===== src/rtl/rx_addr_filter.sv =====
module rx_addr_filter #(
  parameter int LEN_W      = 14,
  parameter int HASH_W     = 6,
  parameter int MIN_LEN    = 64,
  parameter int RUNT_FLOOR = 8,
  parameter int MAX_LEN    = 4096
) (
  input  logic                   clk,
  input  logic                   rst_n,
  input  logic                   frame_end,
  input  logic [47:0]            dst_addr,
  input  logic [LEN_W-1:0]       frame_len,
  input  logic                   crc_bad,
  input  logic                   align_bad,
  input  logic                   sym_bad,
  input  logic [47:0]            station_addr,
  input  logic [(1<<HASH_W)-1:0] mc_table,
  input  logic                   acc_err,
  input  logic                   acc_runt,
  input  logic                   acc_bcast,
  input  logic                   acc_mcast,
  input  logic                   acc_phys,
  input  logic                   acc_promisc,
  input  logic                   err_short,
  output logic                   res_valid,
  output logic                   res_accept,
  output logic [15:0]            res_status
);
  localparam logic [31:0] POLY = 32'h04C1_1DB7;

  function automatic logic [31:0] addr_crc(input logic [47:0] a);
    logic [31:0] c;
    logic        fb;
    c = '1;
    for (int b = 0; b < 6; b++)
      for (int i = 0; i < 8; i++) begin
        fb = c[31] ^ a[40-8*b+i];
        c  = {c[30:0], 1'b0} ^ (fb ? POLY : 32'h0);
      end
    return c;
  endfunction

  logic [31:0]       crc_v;
  logic [HASH_W-1:0] hidx;
  logic is_bc, is_mc, is_pm, is_runt, is_long, has_err;
  logic addr_ok, size_ok, qual_ok, acc_n;
  logic [15:0] st_n;

  assign crc_v   = addr_crc(dst_addr);
  assign hidx    = crc_v[31 -: HASH_W];
  assign is_bc   = &dst_addr;
  assign is_mc   = dst_addr[40] & ~is_bc;
  assign is_pm   = (dst_addr == station_addr);
  assign is_runt = (frame_len < LEN_W'(MIN_LEN));
  assign is_long = (frame_len > LEN_W'(MAX_LEN));
  assign has_err = crc_bad | align_bad | sym_bad;

  assign addr_ok = (is_bc & acc_bcast) | (is_mc & acc_mcast & mc_table[hidx])
                 | (is_pm & acc_phys) | (~dst_addr[40] & acc_promisc);
  assign size_ok = ~is_runt | (acc_runt & (frame_len >= LEN_W'(RUNT_FLOOR)));

  always_comb begin
    if (!has_err)     qual_ok = size_ok;
    else if (acc_err) qual_ok = size_ok;
    else              qual_ok = ~acc_runt &
                        (frame_len > (err_short ? LEN_W'(RUNT_FLOOR) : LEN_W'(MIN_LEN)));
  end

  assign acc_n = addr_ok & qual_ok;
  assign st_n  = {is_mc, is_pm, is_bc, 7'b0, sym_bad, is_runt, is_long,
                  crc_bad, align_bad, acc_n & ~has_err & ~is_runt & ~is_long};

  always_ff @(posedge clk) begin
    if (!rst_n) begin
      res_valid  <= 1'b0;
      res_accept <= 1'b0;
      res_status <= '0;
    end else begin
      res_valid  <= frame_end;
      res_accept <= frame_end & acc_n;
      res_status <= frame_end ? st_n : 16'h0;
    end
  end
endmodule



===== config.mk =====
export PLATFORM = sky130hd
export DESIGN_NAME = rx_addr_filter
export DESIGN_NICKNAME = d
export VERILOG_FILES = /design/src/rtl/rx_addr_filter.sv
export SDC_FILE = /design/constraint.sdc
export NUM_CORES = 1
export LEC_CHECK = 0
export CORE_MARGIN = 10
export CORE_UTILIZATION = 40
export DETAILED_ROUTE_END_ITERATION = 6
export PLACE_DENSITY = 0.79
export SYNTH_ARGS = -nofsm -noshare
export SYNTH_HDL_FRONTEND = slang
export SYNTH_SLANG_ARGS = --single-unit

===== constraint.sdc =====
create_clock -name clk -period 12.85 [get_ports clk]
set_clock_uncertainty 0.15 [all_clocks]
set_input_delay 1.9275 -clock clk [delete_from_list [all_inputs] [get_ports clk]]
set_output_delay 1.9275 -clock clk [all_outputs]
set_load 0.01 [all_outputs]

### After elaboration in Yosys (flattened, before gate mapping)

Cells that the tools add are included.

* flip-flop bits (word level): 18
* bits in latches: 0
* memory bits (writable): 0
* memory bits (read-only): 0
* input bits: 187
* output and inout port bits: 18
* logic and storage cells: 185
* memories kept: 0

* add/sub/neg operators: 0
* multipliers: 0
* divide/modulo/power cells: 0
* order comparisons: 5
* eq/ne operators: 1
* shift operators: 0
* muxes and demuxes: 53
* bitwise logic cells: 120
* reductions and logical operators: 2

Operators with widths (count)
* $xor A32 B27 Y32: 47
* $mux W27: 48
* $eq A48 B48 Y1: 1
* $reduce_and A48 Y1: 1
* $xor A1 B1 Y1: 47
* $not A26 Y31: 1
* $ge A14 B4 Y1 const B: 1
* $gt A14 B13 Y1 const B: 1
* $gt A14 B7 Y1: 1
* $lt A14 B7 Y1 const B: 1
* $and A1 B1 Y1: 13
* $lt A6 B7 Y1 const B: 1
* $mux W7: 1
* $bmux W1 S6: 1
* $not A1 Y1: 6
* $or A1 B1 Y1: 6
* $mux W1: 3
* $reduce_and A2 Y1: 1

### Longest topological paths before layout

Gate-level depths: netlist of run 1.

* depth after elaboration: 153
* depth in mapped cells: 16

### Worst setup path after synthesis of run 1

OpenSTA, ideal clock, no wires.

* path kind: input port to flip-flop
* start point: in dst_addr[42]
* end point: reg res_status[0]
* setup time: 0.074 ns
* arrival: 5.955 ns
* data required time: 12.626 ns
* setup slack: 6.671 ns
* cell stages on the path: 13
* path buffers: 0
* cell sequence: ha_1 xnor2_2 xor3_1 xnor3_1 xnor2_1 xnor3_2 xnor3_2 xnor2_4 mux4_1 and2_1 a2111oi_1 o221ai_1 a31oi_1

* cells in the longest elaborated chain, start to end: 72

RTL lines
* start: declaration: line 11 `input logic [47:0] dst_addr,`
* $xor A1 B1 Y1: line 37 `fb = c[31] ^ a[40-8*b+i];`
* $mux W27: line 38 `c = {c[30:0], 1'b0} ^ (fb ? POLY : 32'h0);`
* $xor A32 B27 Y32 (6 in series): line 38
* $xor A1 B1 Y1 or $xor A32 B27 Y32 (tied branches): line 37, 38
* $mux W27 or $xor A32 B27 Y32 (tied branches): line 38
* $xor A32 B27 Y32: line 38
* $xor A32 B27 Y32 or $xor A1 B1 Y1 (tied branches): line 38, 37
* $xor A32 B27 Y32 or $mux W27 (tied branches): line 38
* (+48 left out)
* $xor A32 B27 Y32: line 38
* $bmux W1 S6: line 58 `assign addr_ok = (is_bc & acc_bcast) | (is_mc & acc_mcast & mc_table[hidx])`
* $mux W1 (not written as such): line 58
* $and A1 B1 Y1: line 58
* $or A1 B1 Y1: line 58
* $or A1 B1 Y1 (*) (2 in series): line 59 `| (is_pm & acc_phys) | (~dst_addr[40] & acc_promisc);`
* $and A1 B1 Y1 (*): line 69 `assign acc_n = addr_ok & qual_ok;`
* $and A1 B1 Y1 (*) (3 in series): line 71 `crc_bad, align_bad, acc_n & ~has_err & ~is_runt & ~is_long};`
* end signal: assignment: line 81 `res_status <= frame_end ? st_n : 16'h0;`
* end: declaration: line 27 `output logic [15:0] res_status`

Every way passes the cells marked *; elsewhere a longest branch is shown, timed or not. The select of a mux whose other input is x is not followed.
A chain may end at the register's enable or synchronous reset.

### Worst setup path after layout of run 1

* start point: in dst_addr[40]
* end point: reg res_status[0]

* cells in the longest elaborated chain, start to end: 73

RTL lines (line)
* $mux W27: 38
* $not A26 Y31 (no source line)
* $xor A32 B27 Y32 (5 in series): 38
* $xor A1 B1 Y1 or $xor A32 B27 Y32 (tied branches): 37, 38
* $mux W27 or $xor A32 B27 Y32 (tied branches): 38
* $xor A32 B27 Y32: 38
* $xor A32 B27 Y32 or $xor A1 B1 Y1 (tied branches): 38, 37
* $xor A32 B27 Y32 (tied with other cells): 38
* (+51 left out)
* $bmux W1 S6: 58
* $mux W1 (not written as such): 58
* $and A1 B1 Y1: 58
* $or A1 B1 Y1: 58
* $or A1 B1 Y1: 59
* $or A1 B1 Y1 (*): 59
* $and A1 B1 Y1 (*): 69
* $and A1 B1 Y1 (*) (3 in series): 71

Marked as above.

==> impl_metrics.json, run 1 <==
{
  "clk_transition_reported_paths_ns": 0.05,
  "place_ws_ns": 4.76,
  "cp_top_family": "XOR/XNOR gates",
  "ys_ff_latch": 11,
  "synth_top_area_share_pct": 17.2,
  "routed_wl_um": 16300,
  "grt_max_degree": 25,
  "dr.pass1.iters": 5,
  "initial_utilization_pct": 41.5,
  "grt_pass1_vias": 3984,
  "yosys.area.top_type": "xnor3_1",
  "ys_seq_area_share_pct": 5.09,
  "ctsResizeCount": 0,
  "grt_usage_pct": 19.7,
  "wl_per_cell_um": 22.6,
  "die_x_um": 124,
  "fp.dieH_um": 124,
  "syn2layout_area_growth_pct": 47.0,
  "cts_buffer_depth": 2,
  "seq_area_um2": 220,
  "layout-drive-gt1-share_pct": 6.34,
  "fillerInstances": 889,
  "portBuffers": 197,
  "max_stage_delay_ns": 0.78,
  "dpl_cell_area_um2": 6310,
  "async_flop_share_pct": 0,
  "netlist_top_cells_area": "xnor3_1 17%, xnor2_1 17%, xor2_1 14%, xnor3_2 5.5%, dfxtp_1 5.1%",
  "grt_pass1_wl_um": 23300,
  "finalSetupTns_ns": 0,
  "critPathMaxFanout": 24,
  "route.vias.total": 3712,
  "postCtsHoldBufs": 0,
  "antenna_left": 0,
  "drc_errors": 0,
  "critical_path.cell_chain": "clkdlybuf4s50_1 -> ha_1 -> xnor3_1 -> xnor2_1 -> xnor3_1 -> xnor2_1 -> xnor3_2 -> xnor3_2 -> xnor2_4 -> mux4_1 -> and2_1 -> a2111oi_1 -> o221ai_1 -> a31oi_1",
  "core_um2": 10400,
  "yosys_warnings": 0,
  "status": "completed",
  "ys_types": 51,
  "path_class": "in -> reg",
  "setup_violations": 0,
  "drtIter0Drc": 274,
  "rsz0062_at_grt": "false",
  "grt_remaining_overflow": 0,
  "max_freq_mhz": 127,
  "holdCritPathClass": "in -> reg",
  "synth_area_um2": 4320,
  "nets": 777,
  "layout_setup_ws_ns": 4.99,
  "multi_input_area_um2": 3900,
  "path_buf_inv": 1,
  "cts_tree": "done",
  "num_rows": 37,
  "num_antenna_cells": 0,
  "hold_violations": 0,
  "numCtsBuffers": 3,
  "die_area_um2": 15400,
  "htree_levels": 1,
  "ios": 205,
  "period_share_pct": 61.2,
  "worstPathArrival_ns": 7.88,
  "worstSetupEndpointType": "flip-flop",
  "hold_start": "sym_bad",
  "final-max-slew-violation-count": 0,
  "numClockSinks": 11,
  "worst_pin_slew_ns": 1.11,
  "maxCapViolCount": 0,
  "gp_congestion": 0.929,
  "vias_per_cell": 5.16,
  "worst_path_max_delay_cell": "xnor2_4",
  "antenna_found_initial": 0,
  "crit_start": "dst_addr[40]",
  "layout_min_cycle_time_ns": 7.86,
  "start_kind": "input pin",
  "clock-root-buffer": "clkbuf_8",
  "avgSynthCellArea_um2": 10.8,
  "post_cts_buffers": 0,
  "stdcell_area_um2": 6350,
  "slew_headroom_pct": 25.8,
  "syn_inst": 400,
  "critical_path_required_ns": 12.87,
  "dp_hpwl_um": 14200,
  "synthFlopType": "dfxtp_1",
  "synth_edf_count": 0
}
[state kept, by name, indices dropped and copies added, names as in the netlist]
register    cells
res_accept      1
res_status      9
res_valid       1
[metal layers]
| metal | GRT usage [%] | wire [um] |
|---|---|---|
| met1 | 24.2 | 6170 |
| met2 | 35.7 | 8210 |
| met5 | 0 | 0 |
| met4 | 2.73 | 247 |
| met3 | 3.85 | 1650 |
[synthesized netlist by cell type, types with 9 or more instances]
cell,count
xnor3_2,10
nor4_1,16
xnor3_1,33
xnor2_2,9
nand2_1,14
dfxtp_1,11
buf_4,12
xnor2_1,82
xor2_1,71
nand4_1,15
inv_1,12
mux2i_1,16
[kinds of logic after synthesis]
logic type,share of synthesized area [%]
flip-flops,5.09
buffers and inverters,5.15
AND/OR/NAND/NOR,10.3
adder cells (fa/ha/maj),1.45
other,0.0867
XOR/XNOR,64.1
AO/OA/AOI/OAI,3.13
multiplexers,10.6
[per-stage QoR]
step	std cells	utilization (%)	hold slack, ns
3_3_place_gp	716	60.6	2.39
4_1_cts	720	61.0	2.14
3_5_place_dp	716	60.6	2.38
6_report	720	61.0	2.14
5_1_grt	720	61.0	2.15
2_1_floorplan	406	-	1.91
[worst paths after layout]
check | endpoint | slack, ns | depth (start not counted)
min | res_status[5] | 2.14 | 2
max | res_status[0] | 4.99 | 14
[cell usage in the layout (no fill, tap or decap), types with 4 or more instances in the layout]
cell type        netlist  routed
mux4_1                 7       7
ha_1                   5       5
conb_1                 1       7
o21ai_0                4       4
xnor2_1               82      82
and3_1                 5       5
nand3_1                6       6
dfxtp_1               11      11
nand4_1               15      15
nor2_1                 8       8
nand2b_1               4       4
xor3_1                 7       7
nor3_1                 5       5
xnor2_2                9       9
mux2i_1               16      16
xnor3_1               33      33
clkdlybuf4s50_1        0     197
nor4_1                16      16
xnor3_2               10      10
inv_1                 12      12
nand2_1               14      14
xor2_1                71      71
[final cells by class]
cell class                 instances  area share, %
tap                              136           2.68
sequential                        11           3.47
timing repair buffer             197           31.0
inverter                          12          0.709
multi-input combinational        360           61.4
clock buffer                       4          0.709
Power of run 1 is left out: the tool's default activity adds up to more than one toggle a clock period on the data nets, which glitch-free logic cannot reach.
==> inputs of run 2 (changes only) <==
--- a/config.mk
+++ b/config.mk
@@ -6,9 +6,9 @@
 export NUM_CORES = 1
 export LEC_CHECK = 0
 export CORE_MARGIN = 10
-export CORE_UTILIZATION = 40
+export CORE_UTILIZATION = 39
 export DETAILED_ROUTE_END_ITERATION = 6
-export PLACE_DENSITY = 0.79
+export PLACE_DENSITY = 0.8
 export SYNTH_ARGS = -nofsm -noshare
 export SYNTH_HDL_FRONTEND = slang
 export SYNTH_SLANG_ARGS = --single-unit
==> constraint.sdc (replaced) <==
create_clock -name clk -period 7.2 [get_ports clk]
set_clock_uncertainty 0.15 [all_clocks]
set_input_delay 1.08 -clock clk [delete_from_list [all_inputs] [get_ports clk]]
set_output_delay 1.08 -clock clk [all_outputs]
set_load 0.01 [all_outputs]
==> run 2 against run 1 <==
Core utilization fell by 1.9 points. Cell count up 1.5%. Sequential share of layout area hardly changed. Global-route usage grew 0.55 points. Worst hold slack worse by 0.83 ns. Design area up 0.91%. Sequential cell count did not move. Highest routed layer unchanged.
==> impl_metrics.json, run 2 (synthesis results as in run 1) <==
{
  "status": "completed",
  "critPathMaxFanout": 18,
  "drc_errors": 0,
  "htree_levels": 1,
  "grt_max_degree": 19,
  "layout_min_cycle_time_ns": 6.37,
  "dp_hpwl_um": 14100,
  "numCtsBuffers": 3,
  "grt_pass1_vias": 4260,
  "initial_utilization_pct": 39.9,
  "finalSetupTns_ns": 0,
  "ctsResizeCount": 0,
  "numClockSinks": 11,
  "syn2layout_area_growth_pct": 48.3,
  "setup_violations": 0,
  "hold_violations": 0,
  "path_class": "in -> reg",
  "grt_usage_pct": 20.3,
  "reg_top3": "res_status x9, res_accept x1, res_valid x1",
  "wl_per_cell_um": 22.4,
  "die_area_um2": 15700,
  "core_um2": 10800,
  "stdcell_area_um2": 6410,
  "start_kind": "input pin",
  "cts_tree": "done",
  "path_common_cell": "xnor3_2",
  "worst_path_max_delay_cell": "ha_1",
  "ios": 205,
  "clk_transition_reported_paths_ns": 0.05,
  "fillerInstances": 939,
  "num_rows": 38,
  "mostFrequentLayoutCell": "clkdlybuf4s50_1",
  "antenna_found_initial": 0,
  "worstPathArrival_ns": 6.34,
  "final-max-slew-violation-count": 0,
  "grt_pass1_wl_um": 25500,
  "max_stage_delay_ns": 0.65,
  "clock-root-buffer": "clkbuf_8",
  "critical_path_required_ns": 7.17,
  "worstSetupEndpointType": "flip-flop",
  "grt_remaining_overflow": 0,
  "worst_pin_slew_ns": 0.691,
  "cts_buffer_depth": 2,
  "slew_headroom_pct": 53.5,
  "portBuffers": 197,
  "critical_path.cell_chain": "clkdlybuf4s50_1 -> ha_1 -> xnor3_2 -> xor2_2 -> xnor3_1 -> xnor2_2 -> xnor3_2 -> xnor3_2 -> xnor2_4 -> buf_4 -> mux4_2 -> o21ai_0 -> a21oi_1 -> o221ai_1 -> a31oi_1",
  "holdCritPathClass": "in -> reg",
  "gp_congestion": 0.933,
  "post_cts_buffers": 0,
  "drtIter0Drc": 198,
  "num_antenna_cells": 0,
  "routed_wl_um": 16400,
  "maxCapViolCount": 0,
  "period_share_pct": 88.5,
  "layout_common_cells": "197 x clkdlybuf4s50_1, 82 x xnor2_1, 71 x xor2_1, 33 x xnor3_1",
  "die_x_um": 125,
  "max_freq_mhz": 157,
  "route.vias.total": 3720,
  "vias_per_cell": 5.09,
  "nets": 784,
  "antenna_left": 0,
  "largest-register": "res_status",
  "dr.pass1.iters": 4,
  "layout-drive-gt1-share_pct": 7.45,
  "fp.dieH_um": 125,
  "rsz0062_at_grt": "false",
  "largest_reg_flops": 9,
  "postCtsHoldBufs": 0,
  "dpl_cell_area_um2": 6370
}
run 2: worst max-delay path: cells and delay by family:
family,cells,cell delay (ns)
xor+xnor,7,2.56
buf+inv,2,0.95
fa+ha+maj,1,0.65
compound gates,4,0.56
mux,1,0.53
run 2: per-layer routing:
| metal | wire [um] | share of wire, % | up-vias | track usage (%) |
|---|---|---|---|---|
| li1 | - | - | 1775 | - |
| met4 | 218 | 1.3 | 0 | 3.46 |
| met5 | 0 | 0 | - | 0 |
| met3 | 1250 | 7.6 | 17 | 4.65 |
| met2 | 8280 | 51 | 196 | 36.5 |
| met1 | 6640 | 41 | 1732 | 24.2 |
run 2: per-stage QoR:
| stage | worst slack [ns] | cells | hold slack [ns] | utilization [%] |
|---|---|---|---|---|
| floorplan | 1.87 | 406 | 1.06 | - |
| global placement | 0.734 | 727 | 1.54 | 58.7 |
| detailed placement | 0.557 | 727 | 1.55 | 58.7 |
| CTS | 0.817 | 731 | 1.30 | 59.2 |
| global route | 0.524 | 731 | 1.33 | 59.2 |
| finish | 0.826 | 731 | 1.31 | 59.2 |
run 2: area by class of cell:
type | instances | area, um2 | share of cell area [%]
multi-input combinational | 360 | 3900 | 60.9
sequential | 11 | 220 | 3.43
clock buffer | 4 | 45.0 | 0.702
tap | 140 | 175 | 2.73
timing repair buffer | 204 | 2020 | 31.6
inverter | 12 | 45.0 | 0.702
run 2: path summary, 6_finish.rpt:
| check | startpoint | endpoint | slack (ns) | cells past startpoint |
|---|---|---|---|---|
| max | dst_addr[41] | res_status[0] | 0.83 | 15 |
| min | align_bad | res_status[1] | 1.31 | 2 |
Power of run 2 is left out for the same reason.
==> inputs of run 3 (changes only) <==
--- a/config.mk
+++ b/config.mk
@@ -8,6 +8,7 @@
 export CORE_MARGIN = 10
 export CORE_UTILIZATION = 39
 export DETAILED_ROUTE_END_ITERATION = 6
+export HOLD_SLACK_MARGIN = 0.06
 export PLACE_DENSITY = 0.8
 export SYNTH_ARGS = -nofsm -noshare
 export SYNTH_HDL_FRONTEND = slang
==> results of run 3 <==
Same layout as run 2: the final DEF is identical, and so are final timing and power.
Power of run 3 is left out for the same reason.
